**src/rtl/wm_pause_pkg.sv**
```systemverilog
package wm_pause_pkg;

    typedef enum logic {
        ST_IDLE   = 1'b0,
        ST_PAUSED = 1'b1
    } wm_state_e;

    localparam int QUANTA_W = 16;

    typedef struct packed {
        logic                valid;
        logic [QUANTA_W-1:0] quanta;
    } pause_ev_t;

    // quanta placed in an XOFF frame for a FIFO of the given byte size
    function automatic int unsigned xoff_quanta(input int unsigned fifo_bytes);
        return (fifo_bytes * 4 * 8) / 512;
    endfunction

endpackage

```
**src/rtl/wm_threshold.sv**
```systemverilog
module wm_threshold #(
    parameter int LVL_W = 11,
    parameter int WM_W  = 8
) (
    input  logic [LVL_W-1:0] fill_level,
    input  logic [WM_W-1:0]  lwm_gran,
    input  logic [WM_W-1:0]  hwm_gran,
    output logic             gen_en,
    output logic             above_hi,
    output logic             below_lo
);
    localparam int BW = WM_W + 3;
    localparam int CW = (LVL_W > BW) ? LVL_W : BW;

    logic [CW-1:0] lvl_x;
    logic [CW-1:0] hi_bytes;
    logic [CW-1:0] lo_bytes;

    always_comb begin
        lvl_x    = CW'(fill_level);
        hi_bytes = CW'({hwm_gran, 3'b000});
        lo_bytes = CW'({lwm_gran, 3'b000});
        gen_en   = (hwm_gran != '0);
        above_hi = (lvl_x > hi_bytes);
        below_lo = (lvl_x < lo_bytes);
    end
endmodule

```
**src/rtl/wm_refresh_timer.sv**
```systemverilog
module wm_refresh_timer #(
    parameter int WM_W = 8
) (
    input  logic            clk,
    input  logic            rst,
    input  logic            load,
    input  logic            run,
    input  logic [WM_W-1:0] lwm_gran,
    input  logic [WM_W-1:0] hwm_gran,
    output logic            at_zero
);
    localparam int TW = WM_W + 2;

    logic [TW-1:0] gap;
    logic [TW-1:0] cnt_q;

    // (hwm - lwm) bytes * 4 / 8 == (hwm_gran - lwm_gran) * 4
    always_comb begin
        if (hwm_gran > lwm_gran)
            gap = TW'(hwm_gran - lwm_gran) << 2;
        else
            gap = '0;
    end

    assign at_zero = (cnt_q == '0);

    always_ff @(posedge clk) begin
        if (rst)
            cnt_q <= '0;
        else if (load)
            cnt_q <= gap;
        else if (run) begin
            if (at_zero)
                cnt_q <= gap;
            else
                cnt_q <= cnt_q - 1'b1;
        end
    end
endmodule

```
**src/rtl/wm_req_hold.sv**
```systemverilog
module wm_req_hold
    import wm_pause_pkg::*;
(
    input  logic                clk,
    input  logic                rst,
    input  pause_ev_t           ev,
    input  logic                drop,
    input  logic                ack,
    output logic                req,
    output logic [QUANTA_W-1:0] quanta
);
    always_ff @(posedge clk) begin
        if (rst) begin
            req    <= 1'b0;
            quanta <= '0;
        end else if (drop) begin
            req    <= 1'b0;
            quanta <= '0;
        end else if (ev.valid) begin
            req    <= 1'b1;
            quanta <= ev.quanta;
        end else if (ack) begin
            req    <= 1'b0;
        end
    end
endmodule

```
**src/rtl/wm_pause_ctrl.sv**
```systemverilog
module wm_pause_ctrl
    import wm_pause_pkg::*;
#(
    parameter int FIFO_BYTES = 1024,
    parameter int LVL_W      = $clog2(FIFO_BYTES + 1),
    parameter int WM_W       = $clog2(FIFO_BYTES / 8 + 1)
) (
    input  logic                clk,
    input  logic                rst,
    input  logic [LVL_W-1:0]    fill_level,
    input  logic [WM_W-1:0]     lwm_gran,
    input  logic [WM_W-1:0]     hwm_gran,
    input  logic                pause_ack,
    output logic                pause_req,
    output logic [QUANTA_W-1:0] pause_quanta
);
    localparam logic [QUANTA_W-1:0] XOFF_Q = QUANTA_W'(xoff_quanta(FIFO_BYTES));

    wm_state_e state_q, state_d;
    pause_ev_t ev;
    logic      gen_en, above_hi, below_lo;
    logic      tmr_load, tmr_run, tmr_zero;
    logic      in_pause;

    wm_threshold #(.LVL_W(LVL_W), .WM_W(WM_W)) u_thr (
        .fill_level (fill_level),
        .lwm_gran   (lwm_gran),
        .hwm_gran   (hwm_gran),
        .gen_en     (gen_en),
        .above_hi   (above_hi),
        .below_lo   (below_lo)
    );

    wm_refresh_timer #(.WM_W(WM_W)) u_tmr (
        .clk      (clk),
        .rst      (rst),
        .load     (tmr_load),
        .run      (tmr_run),
        .lwm_gran (lwm_gran),
        .hwm_gran (hwm_gran),
        .at_zero  (tmr_zero)
    );

    always_comb begin
        state_d  = state_q;
        ev       = '0;
        tmr_load = 1'b0;
        tmr_run  = 1'b0;
        unique case (state_q)
            ST_IDLE: begin
                if (gen_en && above_hi) begin
                    state_d  = ST_PAUSED;
                    ev       = '{valid: 1'b1, quanta: XOFF_Q};
                    tmr_load = 1'b1;
                end
            end
            ST_PAUSED: begin
                if (!gen_en) begin
                    state_d = ST_IDLE;
                end else if (below_lo) begin
                    state_d = ST_IDLE;
                    ev      = '{valid: 1'b1, quanta: '0};
                end else begin
                    tmr_run = 1'b1;
                    if (tmr_zero)
                        ev = '{valid: 1'b1, quanta: XOFF_Q};
                end
            end
            default: state_d = ST_IDLE;
        endcase
    end

    always_ff @(posedge clk) begin
        if (rst)
            state_q <= ST_IDLE;
        else
            state_q <= state_d;
    end

    assign in_pause = (state_q == ST_PAUSED);

    wm_req_hold u_hold (
        .clk    (clk),
        .rst    (rst),
        .ev     (ev),
        .drop   (!gen_en),
        .ack    (pause_ack),
        .req    (pause_req),
        .quanta (pause_quanta)
    );
endmodule

```
**config.mk**
```make
export PLATFORM = sky130hd
export DESIGN_NAME = wm_pause_ctrl
export DESIGN_NICKNAME = d
export VERILOG_FILES = /design/src/rtl/wm_pause_pkg.sv /design/src/rtl/wm_threshold.sv /design/src/rtl/wm_refresh_timer.sv /design/src/rtl/wm_req_hold.sv /design/src/rtl/wm_pause_ctrl.sv
export SDC_FILE = /design/constraint.sdc
export NUM_CORES = 1
export LEC_CHECK = 0
export BUFFER_PORTS_ARGS = -buffer_cell sky130_fd_sc_hd__buf_2
export CAP_MARGIN = 20
export CORE_ASPECT_RATIO = 1.2
export CORE_MARGIN = 3
export CORE_UTILIZATION = 30
export DETAILED_ROUTE_END_ITERATION = 6
export PLACE_DENSITY = 0.46
export SETUP_SLACK_MARGIN = 0.02
export SLEW_MARGIN = 20
export SYNTH_ARGS = -nofsm -noshare
export SYNTH_HDL_FRONTEND = slang
export SYNTH_SLANG_ARGS = --single-unit
export TNS_END_PERCENT = 5
```
**constraint.sdc**
```tcl
create_clock -name clk -period 3.2 [get_ports clk]
set_input_delay 0.48 -clock clk [delete_from_list [all_inputs] [get_ports clk]]
set_output_delay 0.48 -clock clk [all_outputs]
set_load 0.05 [all_outputs]
```
# Yosys cells after proc, flatten, opt, wreduce, memory -nomap -nowiden

Cells that the tools add are included.

Flip-flop bits (word level): 28
Output and inout port bits: 17
Word-level logic and storage cells: 34

$add $sub $neg: 2
Order comparisons: 3
Mux-type cells: 17
Bitwise gates (word level): 2
Reductions and logical operators: 6

Operators with widths:

| operator                                                             | count |
|---|---|
| 17-bit 2-to-1 mux                                                    | 4 |
| 10-bit 2-to-1 mux                                                    | 4 |
| 17-bit case mux with 2 select lines                                  | 1 |
| 11-bit > comparator                                                  | 1 |
| 11-bit < comparator                                                  | 1 |
| 10-bit zero test                                                     | 1 |
| 10-bit by 1-bit subtractor with 10-bit output, second input constant | 1 |
| 8-bit > comparator                                                   | 1 |
| 8-bit nonzero test                                                   | 1 |
| 8-bit subtractor                                                     | 1 |
| 1-bit 2-to-1 mux                                                     | 7 |
| 2-bit nonzero test                                                   | 2 |
| 1-bit inverter                                                       | 2 |
| 1-bit case mux with 2 select lines                                   | 1 |
| 2-bit OR reduction                                                   | 1 |
| 1-bit logical AND                                                    | 1 |

# Longest topological paths before layout

Gate-level depths: netlist (run 1).

Depth in word-level cells: 6
Gate-level depth with buffers: 10

# By module

A second synthesis (run 1) with hierarchy kept.

Cells, all modules: 262
Area, all modules: 2,148.3 µm²

Modules (own cells, without submodules):

| module           | instances | cells each | area an instance (µm²) |
|---|---|---|---|
| wm_refresh_timer | 1         | 136        | 1,027.2 |
| wm_req_hold      | 1         | 57         | 630.6 |
| wm_threshold     | 1         | 57         | 402.9 |
| wm_pause_ctrl    | 1         | 12         | 87.6 |

# Least setup slack after synthesis (run 1)

OpenSTA, ideal clock, no wires.

Kind: input port to flip-flop
Start: in hwm_gran[7]
End: reg u_tmr.cnt_q[3]
Data arrival time: 2.252 ns
Path slack: 0.826 ns
Stages: 8
Cell sequence: inv_1 -> ha_1 -> nand2_1 -> o21ai_0 -> inv_1 -> a2111oi_2 -> nor2_1 -> a221o_1

Cells in the longest elaborated chain, start to end: 5

RTL lines:

| element                                                        | line                                        | RTL |
|---|---|---|
| from (decl)                                                    | wm_pause_ctrl.sv:12                         | `input logic [WM_W-1:0] hwm_gran,` |
| 11-bit > comparator, or another cell as far along              | wm_threshold.sv:24                          | `above_hi = (lvl_x > hi_bytes);` |
| 1-bit logical AND / 10-bit 2-to-1 mux (equally long branches)  | wm_pause_ctrl.sv:51, wm_refresh_timer.sv:19 |  |
| 1-bit 2-to-1 mux / 10-bit 2-to-1 mux (equally long branches)   | wm_pause_ctrl.sv:51, wm_refresh_timer.sv:33 |  |
| 1-bit 2-to-1 mux / 10-bit 2-to-1 mux (equally long branches)   | wm_pause_ctrl.sv:49, wm_refresh_timer.sv:32 |  |
| 10-bit 2-to-1 mux / 2-bit nonzero test (equally long branches) | -                                           |  |
| to (signal assigned)                                           | wm_refresh_timer.sv:31                      | `cnt_q <= gap;` |
| to (signal assigned)                                           | wm_refresh_timer.sv:34                      | `cnt_q <= gap;` |
| to (signal assigned)                                           | wm_refresh_timer.sv:36                      | `cnt_q <= cnt_q - 1'b1;` |
| to (decl)                                                      | wm_refresh_timer.sv:15                      | `logic [TW-1:0] cnt_q;` |

Several ways; a longest one is shown, not always the timed one. The select of a mux whose other input is x is not followed.
A chain may end at the register's enable or synchronous reset.

# Worst setup path after layout (run 1)

Start: in lwm_gran[1]
End: reg u_tmr.cnt_q[6]

Cells in the longest elaborated chain, start to end: 5

RTL lines:

| element                                                                         | line                                        | RTL |
|---|---|---|
| from (decl)                                                                     | wm_pause_ctrl.sv:11                         | `input logic [WM_W-1:0] lwm_gran,` |
| 11-bit < comparator, or another cell as far along                               | wm_threshold.sv:25                          | `below_lo = (lvl_x < lo_bytes);` |
| 1-bit 2-to-1 mux / 10-bit 2-to-1 mux (equally long branches)                    | wm_pause_ctrl.sv:60, wm_refresh_timer.sv:19 |  |
| 1-bit 2-to-1 mux / 10-bit 2-to-1 mux (equally long branches)                    | wm_pause_ctrl.sv:58, wm_refresh_timer.sv:33 |  |
| 1-bit 2-to-1 mux / 10-bit 2-to-1 mux (equally long branches)                    | wm_pause_ctrl.sv:49, wm_refresh_timer.sv:32 |  |
| 2-bit nonzero test (no source line) / 10-bit 2-to-1 mux (equally long branches) | -                                           |  |

Several ways; a longest one is shown, not always the timed one. The select of a mux whose other input is x is not followed.

==> impl_metrics.json, run 1 <==
{
  "preCtsSetupSlack_ps": 442,
  "rows": 30,
  "slowest_delay_ps": 600,
  "antenna_found_initial": 0,
  "yosysWarningCount": 0,
  "power.leakage_nw": 0.883,
  "grt_pass1_wl_mm": 7.90,
  "syn_to_final_growth_pct": 12.0,
  "ys_seq_area_share_pct": 14.7,
  "clockBufferDepth": 2,
  "syn_inst": 228,
  "dp_hpwl_mm": 3.97,
  "crit_slowest_cell": "nor2_1",
  "synthTopCellsByCount": "ha_1 (25), inv_1 (22), nor2_1 (19), buf_4 (15), a21oi_1 (14)",
  "gp_congestion": 0.770,
  "yosysUniqueCellTypes": 51,
  "insertion_delay_ps": 240,
  "grt_max_degree": 19,
  "max-slew-margin-rel_pct": 51.5,
  "timing.final.crit_share_pct": 77.7,
  "wl_mm": 4.65,
  "finClkSkew_ps": 1.03,
  "viasPerCell": 5.01,
  "coreArea_um2": 5670,
  "fin_ws_ps": 712,
  "synth_edf_count": 0,
  "cts_buffers": 3,
  "diodes": 0,
  "dp.cells": 333,
  "vias": 1688,
  "setup_viol": 0,
  "netlist_area_um2": 1770,
  "endpoint_kind": "register",
  "clock_tree.root_cell": "clkbuf_8",
  "setup_tns_ps": 0,
  "crit_family": "compound AO/OA/AOI/OAI gates",
  "netlist.area_leader.share_pct": 17.7,
  "power_frac_clock_pct": 18.5,
  "synth_top_area_cell": "ha_1",
  "die_area_um2": 6860,
  "crit_type": "in2reg",
  "yosys-top-cells-area": "ha_1 (18%), dfxtp_1 (15%), buf_4 (6.4%)",
  "worstPathRequired_ps": 3330,
  "wl_per_cell_um": 13.8,
  "avgSynthCellArea_um2": 7.76,
  "htreeDepth": 1,
  "cts_resized": 0,
  "utilization_pct": 35.0,
  "ir_worst_vdd_mv": 0.134,
  "io_buffers": 31,
  "synthArstFlopShare_pct": 0,
  "maxCapViolations": 0,
  "io_pins": 47,
  "grt_pass1_vias": 1736,
  "critPathArrivalTime_ps": 2620,
  "worstMarginPinSlew_ps": 725,
  "drv_slew": 0,
  "post-cts-setup-buffer-count": 0,
  "fin_crit_ps": 2490,
  "p_int_mw": 0.436,
  "clkSinkCount": 13,
  "grt-ovfl-total": 0,
  "die_y_um": 90.1,
  "start_kind": "input port",
  "drtPass1Iterations": 4,
  "final_nets": 314,
  "drtIter0Drc": 102,
  "instances_no_fill": 337,
  "max_freq_mhz": 402,
  "status": "completed",
  "synth_xor_area_share_pct": 1.49,
  "synthAdderAreaFrac_pct": 18.8,
  "hold_viol_final": 0,
  "switching_share_pct": 45.8,
  "crit_chain": "buf_2 > inv_1 > ha_1 > a2111oi_2 > nor4_2 > nor2_1 > nor3_1 > a221o_1",
  "cp_max_fo": 12,
  "p_switching_mw": 0.369,
  "synth_top_family_by_area": "compound AO/OA/AOI/OAI gates",
  "postCtsHoldBufs": 0,
  "initial_utilization_pct": 31.2,
  "seqPwrFrac_pct": 25.8,
  "dieWidth_um": 76.1,
  "ant_nets": 0,
  "synth_seq_cells": 13,
  "powerDensity_nw_per_um2": 406,
  "grt_usage_pct": 14.0,
  "cts_tree": "yes",
  "drive_gt1_share_pct": 17.9,
  "synth_most_common_cell": "ha_1",
  "clk_pin_slew_ps": 60,
  "muxShareOfSynthArea_pct": 1.27,
  "synth_compound_area_share_pct": 25.9,
  "power_frac_comb_pct": 55.7,
  "ys.flop_type": "dfxtp_1",
  "synth-simple-area-share_pct": 24.6,
  "critical_path_buf_inv_count": 2,
  "remaining_drc_errors": 0,
  "hp-class": "reg2reg",
  "grt_setup_unrepaired": "false"
}
==> cell families (layout without fill, tap and decap cells) <==
kind of cell,after synthesis,count (layout)
buffers and inverters,43,58
other,1,15
muxes,2,2
adders and majority gates,26,26
AOI/OAI and AO/OA,61,61
xor gates and xnor gates,3,3
DFF,13,13
and+or+nand+nor,79,79
==> metrics by stage <==
stage | power [mW] | instance area (µm²) | hold slack (ps)
final | 0.805 | 1980 | 510
after CTS | 0.811 | 1980 | 511
after floorplan | 0.566 | 1820 | 475
after global routing | 0.867 | 1980 | 546
after detailed placement | 0.660 | 1940 | 503
after global placement | 0.668 | 1940 | 497
==> final cells by class <==
| class | count | area [µm²] |
|---|---|---|
| Timing Repair Buffer | 32 | 163 |
| Fill cell | 636 | 3690 |
| Multi-Input combinational cell | 186 | 1330 |
| Inverter | 22 | 82.6 |
| Sequential cell | 13 | 260 |
| Clock buffer | 4 | 45.0 |
| Tap cell | 80 | 100 |
==> layer usage <==
layer / track usage, % / vias up / routed length, µm / part of all wire [%]
met3: 1.30 / 8 / 120 / 2.6
li1: - / 874 / - / -
met4: 5.29 / 0 / 91 / 2.0
met5: 0 / - / 0 / 0
met1: 16.7 / 770 / 2090 / 45
met2: 25.7 / 36 / 2350 / 51
==> layout by cell type, fill, tap and decap left out, types with 10 or more instances in the layout <==
cell type / count
buf_2: 31
ha_1: 25
inv_1: 22
nor2_1: 19
conb_1: 15
a21oi_1: 14
dfxtp_1: 13
o21ai_0: 11
nor3_1: 10
nand2_1: 10
==> flip-flops by register name (all words and copies together), names as in the netlist <==
register / flops
u_tmr.cnt_q: 10
in_pause: 1
u_hold.quanta: 1
u_hold.req: 1
==> worst register-to-register path: stages (launching register included) <==
cell	delay (ps)
dfxtp_1	360
nor3_1	510
nand3_1	370
o31a_1	210
a21oi_1	310
o2111ai_1	170
o211ai_1	200
==> worst paths after layout <==
kind	from	end	slack, ps	depth (start not counted)
setup / recovery	lwm_gran[1]	u_tmr.cnt_q[6]$_SDFFE_PP0P_	710	8
setup reg to reg	u_tmr.cnt_q[2]$_SDFFE_PP0P_	u_tmr.cnt_q[5]$_SDFFE_PP0P_	1000	6
hold reg to reg	u_tmr.cnt_q[0]$_SDFFE_PP0P_	u_tmr.cnt_q[0]$_SDFFE_PP0P_	510	2
hold / removal	u_tmr.cnt_q[0]$_SDFFE_PP0P_	u_tmr.cnt_q[0]$_SDFFE_PP0P_	510	2
==> power groups by stage <==
stage	Combinational [mW]	Sequential [mW]	Clock (mW)
6_report	0.448	0.208	0.149
5_1_grt	0.498	0.211	0.158
4_1_cts	0.450	0.208	0.153
3_5_place_dp	0.448	0.211	0
3_3_place_gp	0.456	0.212	0
2_1_floorplan	0.347	0.219	0
(Power assumes the default switching activity.)
==> inputs of run 2 (changes only) <==
--- a/config.mk
+++ b/config.mk
@@ -11,7 +11,7 @@
 export CORE_MARGIN = 3
 export CORE_UTILIZATION = 30
 export DETAILED_ROUTE_END_ITERATION = 6
-export PLACE_DENSITY = 0.46
+export PLACE_DENSITY = 0.48
 export SETUP_SLACK_MARGIN = 0.02
 export SLEW_MARGIN = 20
 export SYNTH_ARGS = -nofsm -noshare
==> constraint.sdc (replaced) <==
create_clock -name clk -period 2.2 [get_ports clk]
set_input_delay 0.33 -clock clk [delete_from_list [all_inputs] [get_ports clk]]
set_output_delay 0.33 -clock clk [all_outputs]
set_load 0.05 [all_outputs]
==> impl_metrics.json, run 2 (synthesis gave the netlist of run 1 again) <==
{
  "slowest_delay_ps": 450,
  "hp-class": "in2reg",
  "setup_tns_ps": 0,
  "clk_pin_slew_ps": 60,
  "insertion_delay_ps": 250,
  "crit_slowest_cell": "a2111o_1",
  "grt_setup_unrepaired": "true",
  "grt_pass1_vias": 1895,
  "worstPathRequired_ps": 2400,
  "initial_utilization_pct": 31.2,
  "cts_tree": "yes",
  "grt_pass1_wl_mm": 8.80,
  "drtIter0Drc": 124,
  "clockBufferDepth": 2,
  "io_pins": 47,
  "drive_gt1_share_pct": 31.8,
  "multi_input_area_um2": 1370,
  "reg2reg_slack_ps": 260,
  "gp_congestion": 0.799,
  "seq_area_um2": 260,
  "viasPerCell": 4.84,
  "drv_slew": 0,
  "setup_viol": 0,
  "fin_crit_ps": 2070,
  "cp_max_fo": 4,
  "die_y_um": 90.1,
  "final_nets": 362,
  "syn_to_final_growth_pct": 34.3,
  "grt_max_degree": 19,
  "critPathArrivalTime_ps": 2270,
  "rows": 30,
  "htreeDepth": 1,
  "timing.final.crit_share_pct": 94.2,
  "largest_reg_flops": 10,
  "powerDensity_nw_per_um2": 564,
  "r2r-end": "u_tmr.cnt_q[7]$_SDFFE_PP0P_",
  "max_freq_mhz": 483,
  "die_area_um2": 6860,
  "hold_viol_final": 0,
  "cts_buffers": 3,
  "power.leakage_nw": 1.12,
  "final_common_cell": "buf_4",
  "dieWidth_um": 76.1,
  "wl_per_cell_um": 13.2,
  "min_path_cells": 3,
  "grt_usage_pct": 15.5,
  "dp_hpwl_mm": 4.43,
  "diodes": 0,
  "clkSinkCount": 13,
  "mostFrequentLayoutCells": "buf_4 (49), buf_2 (31), ha_1 (25)",
  "crit_type": "in2reg",
  "start_kind": "input port",
  "clock_tree.root_cell": "clkbuf_8",
  "grt-ovfl-total": 0,
  "drtPass1Iterations": 4,
  "crit_chain": "buf_2 > inv_1 > ha_1 > nor2b_1 > o211ai_1 > a21o_1 > a2111o_1 > buf_4 > nor4_1 > a311o_1",
  "antenna_found_initial": 0,
  "power_mw": 1.34,
  "r2r_cells": 8,
  "holdPathEnd": "u_hold.req$_SDFFE_PP0P_",
  "vias": 1862,
  "nFillCells": 610,
  "status": "completed",
  "r2r_start": "u_tmr.cnt_q[0]$_SDFFE_PP0P_",
  "remaining_drc_errors": 0,
  "io_buffers": 31,
  "coreArea_um2": 5670,
  "finClkSkew_ps": 1.06,
  "ant_nets": 0,
  "ir_worst_vdd_mv": 0.149,
  "hold_start": "pause_ack",
  "wl_mm": 5.10,
  "maxCapViolations": 0,
  "top_register": "u_tmr.cnt_q",
  "endpoint_kind": "register"
}
[run 2: changes by cell type in the layout (fill, tap and decap cells not counted), sizes merged]
cell | before | now
buf | 32 | 80
[run 2: report_power, final]
group / internal [mW] / switching (mW) / total, mW
Combinational: 0.359 / 0.462 / 0.821
Clock: 0.128 / 0.0959 / 0.224
Sequential: 0.268 / 0.0256 / 0.294
[run 2: worst max path at each step]
| stage | from | end | slack, ps | cells after the start |
|---|---|---|---|---|
| global route | hwm_gran[0] | u_tmr.cnt_q[8]$_SDFFE_PP0P_ | 10 | 12 |
| CTS | hwm_gran[7] | u_tmr.cnt_q[8]$_SDFFE_PP0P_ | 60 | 9 |
| finish | hwm_gran[1] | u_tmr.cnt_q[2]$_SDFFE_PP0P_ | 130 | 10 |
| global placement | hwm_gran[7] | u_tmr.cnt_q[9]$_SDFFE_PP0P_ | -180 | 9 |
| floorplan | hwm_gran[7] | u_tmr.cnt_q[3]$_SDFFE_PP0P_ | 140 | 8 |
| detailed placement | hwm_gran[7] | u_tmr.cnt_q[8]$_SDFFE_PP0P_ | -220 | 9 |
[run 2: cell type report]
cell class                 instances  share of cell area (%)
clock buffer                       4                    1.90
inverter                          22                    3.48
multi-input combinational        186                    57.5
sequential                        13                    11.0
tap                               80                    4.21
timing repair buffer              80                    22.0
[run 2: layer usage]
layer  GRT usage (%)  vias up  wire, µm
met5               0        -         0
met4            4.98        0        75
met3            1.80        8       233
met2            29.7       49      2730
met1            17.6      837      2060
li1                -      968         -
[run 2: timing repair]
item | CTS | global route
hold buffers | 0 | 0
buffers inserted | 0 | 0
setup endpoints to repair | 0 | 8
resized for setup | 0 | 6
[run 2: worst max-delay path, delay by kind of cell]
family	cells	cell delay (ps)
and+or+nand+nor	2	380
adders and majority gates	1	280
buffers and inverters	3	320
AOI/OAI and AO/OA	4	950
[run 2: stage by stage]
stage / cells / hold WS (ps) / area [µm²] / setup slack, ps / utilization [%]
floorplan: 242 / 475 / 1830 / 143 / -
global placement: 381 / 509 / 2310 / -184 / 40.8
detailed placement: 381 / 515 / 2310 / -220 / 40.8
CTS: 385 / 426 / 2350 / 58.1 / 41.5
global route: 385 / 440 / 2380 / 12.1 / 41.9
finish: 385 / 419 / 2380 / 127 / 41.9
==> inputs of run 3 (changes only) <==
--- a/config.mk
+++ b/config.mk
@@ -9,9 +9,9 @@
 export CAP_MARGIN = 20
 export CORE_ASPECT_RATIO = 1.2
 export CORE_MARGIN = 3
-export CORE_UTILIZATION = 30
+export CORE_UTILIZATION = 50
 export DETAILED_ROUTE_END_ITERATION = 6
-export PLACE_DENSITY = 0.48
+export PLACE_DENSITY = 0.72
 export SETUP_SLACK_MARGIN = 0.02
 export SLEW_MARGIN = 20
 export SYNTH_ARGS = -nofsm -noshare
==> constraint.sdc (replaced) <==
create_clock -name clk -period 2.5 [get_ports clk]
set_input_delay 0.375 -clock clk [delete_from_list [all_inputs] [get_ports clk]]
set_output_delay 0.375 -clock clk [all_outputs]
set_load 0.05 [all_outputs]
==> impl_metrics.json, run 3 (synthesis gave the netlist of run 1 again) <==
{
  "status": "completed",
  "final_common_cell": "buf_2",
  "cts_resized": 0,
  "clkSinkCount": 13,
  "finClkSkew_ps": 2.52,
  "grt_use_met2_pct": 37.9,
  "grt-ovfl-total": 0,
  "drtPass1Iterations": 5,
  "cts_buffers": 3,
  "timing.final.crit_share_pct": 90.0,
  "crit_type": "in2reg",
  "max_freq_mhz": 445,
  "critical_path_buf_inv_count": 1,
  "antenna_found_initial": 0,
  "grt_usage_pct": 20.9,
  "io_buffers": 31,
  "grt_max_degree": 19,
  "clk_pin_slew_ps": 60,
  "crit_chain": "buf_2 > or4_4 > o21ai_4 > nor4_2 > nor2_1 > nor3_1 > a221o_1",
  "io_pins": 47,
  "critPathArrivalTime_ps": 2380,
  "viasPerCell": 5.73,
  "diodes": 0,
  "grt_setup_unrepaired": "false",
  "final_nets": 323,
  "wl_per_cell_um": 14.1,
  "powerDensity_nw_per_um2": 515,
  "instances_no_fill": 303,
  "crit_slowest_cell": "nor2_1",
  "rows": 23,
  "mostFrequentLayoutCells": "buf_2 (31), ha_1 (25), inv_1 (22)",
  "grt_busiest_layer": "met2",
  "cp_max_fo": 12,
  "post-cts-setup-buffer-count": 0,
  "top_register": "u_tmr.cnt_q",
  "remaining_drc_errors": 0,
  "initial_utilization_pct": 52.5,
  "worstPathRequired_ps": 2630,
  "grt_pass1_wl_mm": 7.06,
  "grt_pass1_vias": 1648,
  "dp_hpwl_mm": 3.68,
  "drv_slew": 0,
  "postCtsHoldBufs": 0,
  "clockBufferDepth": 2,
  "fin_crit_ps": 2250,
  "setup_viol": 0,
  "largest_reg_flops": 10,
  "worstMarginPinSlew_ps": 699,
  "use_met3_pct": 1.28,
  "dp.cells": 299,
  "dieWidth_um": 60.3,
  "ir_worst_vdd_mv": 0.393,
  "hold_viol_final": 0,
  "hp-class": "in2reg",
  "clock_tree.root_cell": "clkbuf_8",
  "syn_to_final_growth_pct": 12.8,
  "die_y_um": 71.2,
  "crit_family": "simple AND/OR/NAND/NOR gates",
  "drtIter0Drc": 93,
  "wl_mm": 4.27,
  "maxCapViolations": 0,
  "use_met1_pct": 25.9,
  "slowest_delay_ps": 570,
  "drive_gt1_share_pct": 20.7,
  "die_area_um2": 4290,
  "vias": 1737,
  "max-slew-margin-rel_pct": 53.2,
  "setup_tns_ps": 0,
  "ant_nets": 0,
  "coreArea_um2": 3370,
  "power.leakage_nw": 0.928,
  "start_kind": "input port",
  "cts_tree": "yes",
  "insertion_delay_ps": 240,
  "gp_congestion": 0.871,
  "htreeDepth": 1,
  "endpoint_kind": "register"
}
==> run 3: cell types whose count changed in the layout (fill, tap and decap cells not counted), sizes merged <==
| cell | delta |
|---|---|
| buf | -39 |
==> run 3: area by class of cell <==
class                           count  area, µm²
Sequential cell                    13        260
Tap cell                           37       46.3
Fill cell                         339       1370
Multi-Input combinational cell    186       1330
Inverter                           22       82.6
Clock buffer                        4       45.0
Timing Repair Buffer               41        230
==> run 3: worst register-to-register path, cell delays in order, from the launching register on <==
cell and delay, ps:
dfxtp_1 350, nor3_1 510, nand3_1 340, o31a_1 210
a211oi_1 270, nand3b_1 140, a211oi_1 200
==> run 3: worst paths after layout <==
| kind | start | to | slack, ps | cells after the start |
|---|---|---|---|---|
| worst min-delay path | pause_ack | u_hold.req$_SDFFE_PP0P_ | 480 | 3 |
| worst min register to register | u_tmr.cnt_q[0]$_SDFFE_PP0P_ | u_tmr.cnt_q[0]$_SDFFE_PP0P_ | 520 | 2 |
| worst max-delay path | hwm_gran[1] | u_tmr.cnt_q[6]$_SDFFE_PP0P_ | 250 | 7 |
| worst max register to register | u_tmr.cnt_q[2]$_SDFFE_PP0P_ | u_tmr.cnt_q[9]$_SDFFE_PP0P_ | 400 | 6 |
==> run 3: layer usage <==
metal  vias up  wire [µm]
met4         0         42
met5         -          0
met3         4        164
met1       800       1800
met2        41       2260
li1        892          -
==> run 3: through the flow <==
step	util [%]	hold WS [ps]	instance area (µm²)	power (mW)	worst slack, ps
6_report	59.3	480	2000	1.03	251
5_1_grt	59.3	503	2000	1.11	60.3
4_1_cts	59.3	488	2000	1.03	242
3_5_place_dp	57.9	517	1950	0.843	2.60
3_3_place_gp	57.9	508	1950	0.839	15.5
2_1_floorplan	-	475	1820	0.725	231
==> run 3: power by group <==
| group | switching [mW] | leakage, nW | internal [mW] |
|---|---|---|---|
| Combinational | 0.355 | 0.799 | 0.222 |
| Clock | 0.0733 | 0.0228 | 0.112 |
| Sequential | 0.0285 | 0.107 | 0.236 |
